[config.mk]
export PLATFORM = sky130hd
export DESIGN_NAME = gated_piso_shreg
export DESIGN_NICKNAME = d
export VERILOG_FILES = /design/src/rtl/shreg_pkg.sv /design/src/rtl/shreg_clr_sync.sv /design/src/rtl/shreg_ctrl.sv /design/src/rtl/shreg_stages.sv /design/src/rtl/gated_piso_shreg.sv
export SDC_FILE = /design/constraint.sdc
export NUM_CORES = 1
export LEC_CHECK = 0
export ABC_AREA = 0
export BUFFER_PORTS_ARGS = -buffer_cell sky130_fd_sc_hd__buf_2
export CAP_MARGIN = 10
export CORE_AREA = 2 2 39 41
export CTS_BUF_LIST = sky130_fd_sc_hd__clkbuf_16
export DETAILED_ROUTE_END_ITERATION = 8
export DIE_AREA = 0 0 41 43
export GPL_TIMING_DRIVEN = 0
export RECOVER_POWER = 25
export SLEW_MARGIN = 20
export SYNTH_ARGS = -nofsm -noshare
export SYNTH_HDL_FRONTEND = slang
export SYNTH_SLANG_ARGS = --single-unit
[constraint.sdc]
create_clock -name clk -period 0.8 [get_ports clk]
set_input_delay 0.04 -clock clk [delete_from_list [all_inputs] [get_ports clk]]
set_output_delay 0.04 -clock clk [all_outputs]
set_load 0.005 [all_outputs]
[src/rtl/shreg_pkg.sv]
package shreg_pkg;

  // Operation selected for the coming clock edge
  typedef enum logic [1:0] {
    OP_HOLD  = 2'd0,
    OP_SHIFT = 2'd1,
    OP_LOAD  = 2'd2
  } shreg_op_e;

endpackage

[src/rtl/shreg_clr_sync.sv]
// Clear conditioner: asserts asynchronously, releases after SYNC_STAGES edges.
module shreg_clr_sync #(
  parameter int SYNC_STAGES = 2
) (
  input  logic clk,
  input  logic clr_n,
  output logic rst_n_o
);

  localparam int TOP = SYNC_STAGES - 1;

  logic [TOP:0] sync_q;
  logic [TOP:0] sync_d;

  generate
    if (SYNC_STAGES == 1) begin : g_single
      assign sync_d = 1'b1;
    end else begin : g_chain
      assign sync_d = {sync_q[TOP-1:0], 1'b1};
    end
  endgenerate

  always_ff @(posedge clk or negedge clr_n) begin
    if (!clr_n) begin
      sync_q <= '0;
    end else begin
      sync_q <= sync_d;
    end
  end

  assign rst_n_o = sync_q[TOP];

endmodule

[src/rtl/shreg_ctrl.sv]
// Turns the mode and inhibit inputs into the operation for the next edge.
module shreg_ctrl
  import shreg_pkg::*;
(
  input  logic      inhibit,
  input  logic      shift_nload,
  output shreg_op_e op,
  output logic      adv_en
);

  always_comb begin
    if (inhibit) begin
      op = OP_HOLD;
    end else if (shift_nload) begin
      op = OP_SHIFT;
    end else begin
      op = OP_LOAD;
    end
  end

  assign adv_en = (op != OP_HOLD);

endmodule

[src/rtl/shreg_stages.sv]
// Storage stages with a per-stage next-value mux.
module shreg_stages
  import shreg_pkg::*;
#(
  parameter int WIDTH = 8
) (
  input  logic             clk,
  input  logic             rst_n,
  input  shreg_op_e        op,
  input  logic             adv_en,
  input  logic             ser_in,
  input  logic [WIDTH-1:0] par_in,
  output logic [WIDTH-1:0] stage_q
);

  logic [WIDTH-1:0] stage_d;

  genvar g;
  generate
    for (g = 0; g < WIDTH; g++) begin : g_stage
      logic upstream;
      logic nxt;

      if (g == 0) begin : g_head
        assign upstream = ser_in;
      end else begin : g_body
        assign upstream = stage_q[g-1];
      end

      always_comb begin
        case (op)
          OP_SHIFT: nxt = upstream;
          OP_LOAD:  nxt = par_in[g];
          default:  nxt = stage_q[g];
        endcase
      end

      assign stage_d[g] = nxt;
    end
  endgenerate

  always_ff @(posedge clk or negedge rst_n) begin
    if (!rst_n) begin
      stage_q <= '0;
    end else if (adv_en) begin
      stage_q <= stage_d;
    end
  end

endmodule

[src/rtl/gated_piso_shreg.sv]
module gated_piso_shreg
  import shreg_pkg::*;
#(
  parameter int WIDTH       = 8,
  parameter int SYNC_STAGES = 2
) (
  input  logic             clk,
  input  logic             clr_n,
  input  logic             shift_nload,
  input  logic             inhibit,
  input  logic             ser_in,
  input  logic [WIDTH-1:0] par_in,
  output logic             ser_out
);

  localparam int LAST = WIDTH - 1;

  logic             rst_int_n;
  shreg_op_e        op;
  logic             adv_en;
  logic [WIDTH-1:0] stage_q;

  shreg_clr_sync #(.SYNC_STAGES(SYNC_STAGES)) u_clr (
    .clk     (clk),
    .clr_n   (clr_n),
    .rst_n_o (rst_int_n)
  );

  shreg_ctrl u_ctrl (
    .inhibit     (inhibit),
    .shift_nload (shift_nload),
    .op          (op),
    .adv_en      (adv_en)
  );

  shreg_stages #(.WIDTH(WIDTH)) u_stages (
    .clk     (clk),
    .rst_n   (rst_int_n),
    .op      (op),
    .adv_en  (adv_en),
    .ser_in  (ser_in),
    .par_in  (par_in),
    .stage_q (stage_q)
  );

  assign ser_out = stage_q[LAST];

endmodule

==> out/qor.txt, run 1 <==
Top delay family on crit path = flip-flops
number of port buffers = 12
maximum root-to-sink buffer count = 2
WL per Instance = 10.4 um
Final Setup Violations = 0
clk slew on worst S/H paths = 0.04 ns
post-route clock period utilization = 95.5%
Antenna Violating Nets Remaining = 0
RePlAce Congestion = 0.679
Clock Skew = 0.00154 ns
total number of vias = 309
Row Count = 14
hold_sp = par_in[1]
ys flop type = dfrtp_1
Via density = 4.41
Post-Route WL = 731 um
hold worst-path end = u_stages.stage_q[1]$_DFFE_PN0P_
R2R setup slack = 0.10 ns
worst reg2reg endpoint = u_stages.stage_q[7]$_DFFE_PN0P_
share of post-route cells with drive strength above 1 = 29.6%
drt first pass iters = 1
unrepaired setup endpoints after global routing = no
clock root cell = clkbuf_16
die height = 43 um
Commonest cells post-synth = dfrtp_1, mux2i_1, nand2_1, o21ai_1, buf_6
Placed Area = 507 sq um
maxcap violations = 0
top post-synthesis cells by area = dfrtp_1, mux2i_1, o21ai_1, nand2_1, buf_6
Post-Syn Area = 427 sq um
run status = finished clean
area leader, netlist = dfrtp_1
Placeable Area = 1380 sq um
crit end category = primary output
Slew Viols, Final = 0
hold depth = 3
r2r startpoint = u_stages.stage_q[6]$_DFFE_PN0P_
warnings from Yosys = 0
Yosys top cell area share = 58.7%
DPL Wire Length = 513 um
largest net degree at the start of global routing = 11
Bufs and invs on worst path = 1
DRC viols = 0
TNS Setup = 0 ns
Post-CTS Setup Inserts = 0
Slowest cell on crit path = dfrtp_1
layout overhead on the synthesized area = 39.3%
critical path launch point type = flip-flop
NumNets Final = 68
die width = 41 um
Crit path arrival time = 0.72 ns
Hold Path Class = in -> reg
Syn Area/Cell = 11.5 sq um
die area = 1760 sq um
Crit path largest cell delay = 0.36 ns
Post-Syn Nets = 50
Starting Density = 30.8%
clock sink count = 10
clock latency on the worst-skew pair = 0.23 ns
crit-path cells = buf_2
power per cell area = 2720 nW/um^2
Crit Path Class = reg -> out
EDFF count, synth = 0
Design Area, Final = 594 sq um
H-tree depth = 1
cts bufs inserted = 3
fin util = 42.9%
asr flop ratio synth = 100%
Unique masters post-synth = 6
vias in the first global route = 274
Pleak = 0.297 nW
first-pass GRT wire length = 1150 um
count leader, synth = dfrtp_1
sequential area share after synthesis = 58.7%
pre-CTS WS = 0.0987 ns
CTS tree = built
GRT Util Overall = 10.6%
fmax = 1.31 GHz
VDD IR-drop max = 1310 uV
r2r worst-path depth = 2
io pins = 14
#FFs+latches synth = 10
CP max FO = 2
DR iter-0 viols = 0
initial antenna violation count = 0
Final Hold Viols = 0
WP data required = 0.76 ns
worst setup path startpoint = u_stages.stage_q[7]$_DFFE_PN0P_
Final min period = 0.764 ns
diodes inserted = 0
dpl cells = 65
total grt overflow = 0
post-route setup slack = 0.0362 ns
Cells after Synth = 37
Post-Layout Cell Count = 70
[layout by cell type (no fill, tap or decap)]
cell type / instances
dlygate4sd3_1: 1
mux2i_1: 8
dfrtp_1: 10
clkbuf_16: 3
nand2_1: 8
buf_2: 11
o21ai_1: 8
clkbuf_1: 1
buf_6: 2
clkinv_1: 1
conb_1: 1
[worst max-delay path by stage]
stage | slack [ns] | endpoint | cells past startpoint
2_1_floorplan | 0.15 | u_stages.stage_q[1]$_DFFE_PN0P_ | 2
3_3_place_gp | 0.1 | u_stages.stage_q[6]$_DFFE_PN0P_ | 2
3_5_place_dp | 0.1 | u_stages.stage_q[7]$_DFFE_PN0P_ | 2
4_1_cts | 0.03 | ser_out | 1
5_1_grt | 0.008 | ser_out | 1
6_report | 0.04 | ser_out | 1
[flip-flops by register name, indices dropped and copies added, names as in the netlist]
register,flops
u_clr.sync_q,2
u_stages.stage_q,8
[cell type report]
cell class	instances	area, sq um
multi-input combinational	25	154
clock inverter	1	3.75
timing repair buffer	13	68.8
sequential	10	250
clock buffer	3	75.1
tap	16	20.0
buffer	2	22.5
fill	130	790
[layer usage]
layer | wire (um) | track usage, % | up-vias
met2 | 276 | 11.9 | 13
met4 | 19 | 6.00 | 0
met3 | 65 | 6.28 | 2
met5 | 0 | 0 | -
met1 | 370 | 15.1 | 137
li1 | - | - | 157
[what timing repair did]
action	in CTS	in global routing
hold buffers	1	0
hold endpoints to repair	2	0
gates resized for setup	0	0
[metrics by stage]
step                total power, mW  hold slack [ns]
CTS                            1.64           0.0771
detailed placement            0.745           -0.172
floorplan                     0.686           -0.256
global route                   1.69           0.0958
finish                         1.61           0.0768
global placement              0.742           -0.174
[report_power, final]
| part | internal (mW) | switching (mW) |
|---|---|---|
| logic | 0.0784 | 0.0636 |
| registers | 0.564 | 0.0323 |
| clock network | 0.654 | 0.222 |
| total | 1.30 | 0.318 |
[logic make-up after synthesis]
family / after synthesis / synth area share, %
simple gates: 8 / 7.04
buf+inv: 2 / 5.28
other cells: 1 / 0.879
compound gates: 8 / 9.38
mux: 8 / 18.8
flops: 10 / 58.7
No activity file was read; power rests on OpenSTA's default activity.
==> inputs of run 2 (changes only) <==
PLACE_DENSITY = 0.62   (was default)
==> out/qor.txt, run 2 (synthesized netlist as in run 1, its figures left out) <==
WP data required = 0.76 ns
Multi-input gate area = 154 sq um
r2r worst-path depth = 2
Crit path largest cell delay = 0.37 ns
sequential share of power = 37.0%
clock root cell = clkbuf_16
TNS Setup = 0 ns
Final min period = 0.768 ns
met3 GRT Util = 1.57%
Placeable Area = 1380 sq um
worst setup path startpoint = u_stages.stage_q[7]$_DFFE_PN0P_
total number of vias = 313
H-tree depth = 1
cts bufs inserted = 3
Post-CTS Setup Inserts = 0
Starting Density = 30.8%
P_int = 1.30 mW
Final Setup Violations = 0
r2r startpoint = u_stages.stage_q[6]$_DFFE_PN0P_
maximum root-to-sink buffer count = 2
Top Registers = u_stages.stage_q (8), u_clr.sync_q (2)
maxcap violations = 0
Slowest cell on crit path = dfrtp_1
FF+latch area = 250 sq um
Final Hold Viols = 0
Clk network pwr share = 53.9%
VDD IR-drop max = 1370 uV
die width = 41 um
WL per Instance = 11.0 um
Post-Route WL = 771 um
crit end category = primary output
largest net degree at the start of global routing = 11
fin util = 42.9%
Pleak = 0.297 nW
Slew Viols, Final = 0
Reg with most FFs = u_stages.stage_q
Bufs and invs on worst path = 1
CTS tree = built
NumNets Final = 68
M1 GR Usage = 13.8%
clock latency on the worst-skew pair = 0.23 ns
CP Capture Point = ser_out
commonest non-fill, non-tap cell in the layout = buf_2
Via density = 4.47
pre-CTS WS = 0.0904 ns
post-route setup slack = 0.0315 ns
Crit path arrival time = 0.73 ns
vias in the first global route = 281
number of port buffers = 12
total grt overflow = 0
DPL Wire Length = 531 um
clock sink count = 10
Sw Pwr = 317 uW
DRC viols = 0
Resized Gates After CTS = 0
die area = 1760 sq um
Clock Skew = 0.00174 ns
hold_buf cts = 1
run status = finished clean
power per cell area = 2710 nW/um^2
Row Count = 14
grt peak-use layer = met1
worst reg2reg endpoint = u_stages.stage_q[7]$_DFFE_PN0P_
max reg flops = 8
GR Layer Usage met2 = 12.8%
critical path launch point type = flip-flop
first-pass GRT wire length = 1120 um
drt first pass iters = 2
Sw Ratio = 19.6%
diodes inserted = 0
GRT Util Overall = 9.88%
io pins = 14
clk slew on worst S/H paths = 0.04 ns
Top delay family on crit path = flip-flops
commonest non-fill, non-tap cells in the layout = buf_2, dfrtp_1, mux2i_1, nand2_1, o21ai_1
WP depth = 1
crit-path cells = buf_2
CP max FO = 2
hold depth = 3
fillers = 124
fmax = 1.30 GHz
Antenna Violating Nets Remaining = 0
RePlAce Congestion = 0.680
R2R setup slack = 0.07 ns
Comb pwr share = 9.1%
layout overhead on the synthesized area = 39.3%
share of post-route cells with drive strength above 1 = 29.6%
Hold Path Class = in -> reg
die height = 43 um
post-route clock period utilization = 96.1%
DR iter-0 viols = 9
initial antenna violation count = 0
unrepaired setup endpoints after global routing = no
Crit Path Class = reg -> out
[run 2: cell counts in the layout (fill, tap and decap cells not counted)]
No cell type changed its count.
[run 2: cell type report]
class	instances	area share, %
Buffer	2	3.79
Clock buffer	3	12.6
Tap cell	16	3.37
Clock inverter	1	0.632
Sequential cell	10	42.1
Multi-Input combinational cell	25	25.9
Timing Repair Buffer	13	11.6
[run 2: routing by layer]
layer	wire length, um	part of all wire [%]	up-vias
li1	-	-	161
met1	371	48	139
met2	321	42	11
met3	57	7.4	2
met4	20	2.6	0
met5	0	0	-
[run 2: worst min path at each step]
stage          startpoint                               to  slack (ns)
6_report        par_in[3]  u_stages.stage_q[3]$_DFFE_PN0P_        0.09
5_1_grt         par_in[2]  u_stages.stage_q[2]$_DFFE_PN0P_        0.09
4_1_cts           inhibit  u_stages.stage_q[5]$_DFFE_PN0P_        0.09
3_5_place_dp        clr_n        u_clr.sync_q[1]$_DFF_PN0_       -0.17
3_3_place_gp        clr_n        u_clr.sync_q[0]$_DFF_PN0_       -0.17
2_1_floorplan       clr_n        u_clr.sync_q[0]$_DFF_PN0_       -0.26
[run 2: stage by stage]
stage                     cell area, sq um  hold slack, ns  std cells  power, mW
final                                  594          0.0915         70       1.61
after global placement                 507          -0.175         65      0.743
after global routing                   594          0.0934         70       1.68
after detailed placement               507          -0.174         65      0.746
after CTS                              596          0.0934         70       1.63
after floorplan                        427          -0.256         37      0.686
[run 2: power groups by stage]
stage                     registers (mW)  clock network, mW  logic (mW)
after floorplan                    0.597                  0      0.0889
after global placement             0.602                  0       0.141
after detailed placement           0.604                  0       0.142
after CTS                          0.596              0.882       0.148
after global routing               0.603              0.922       0.160
final                              0.596              0.869       0.147
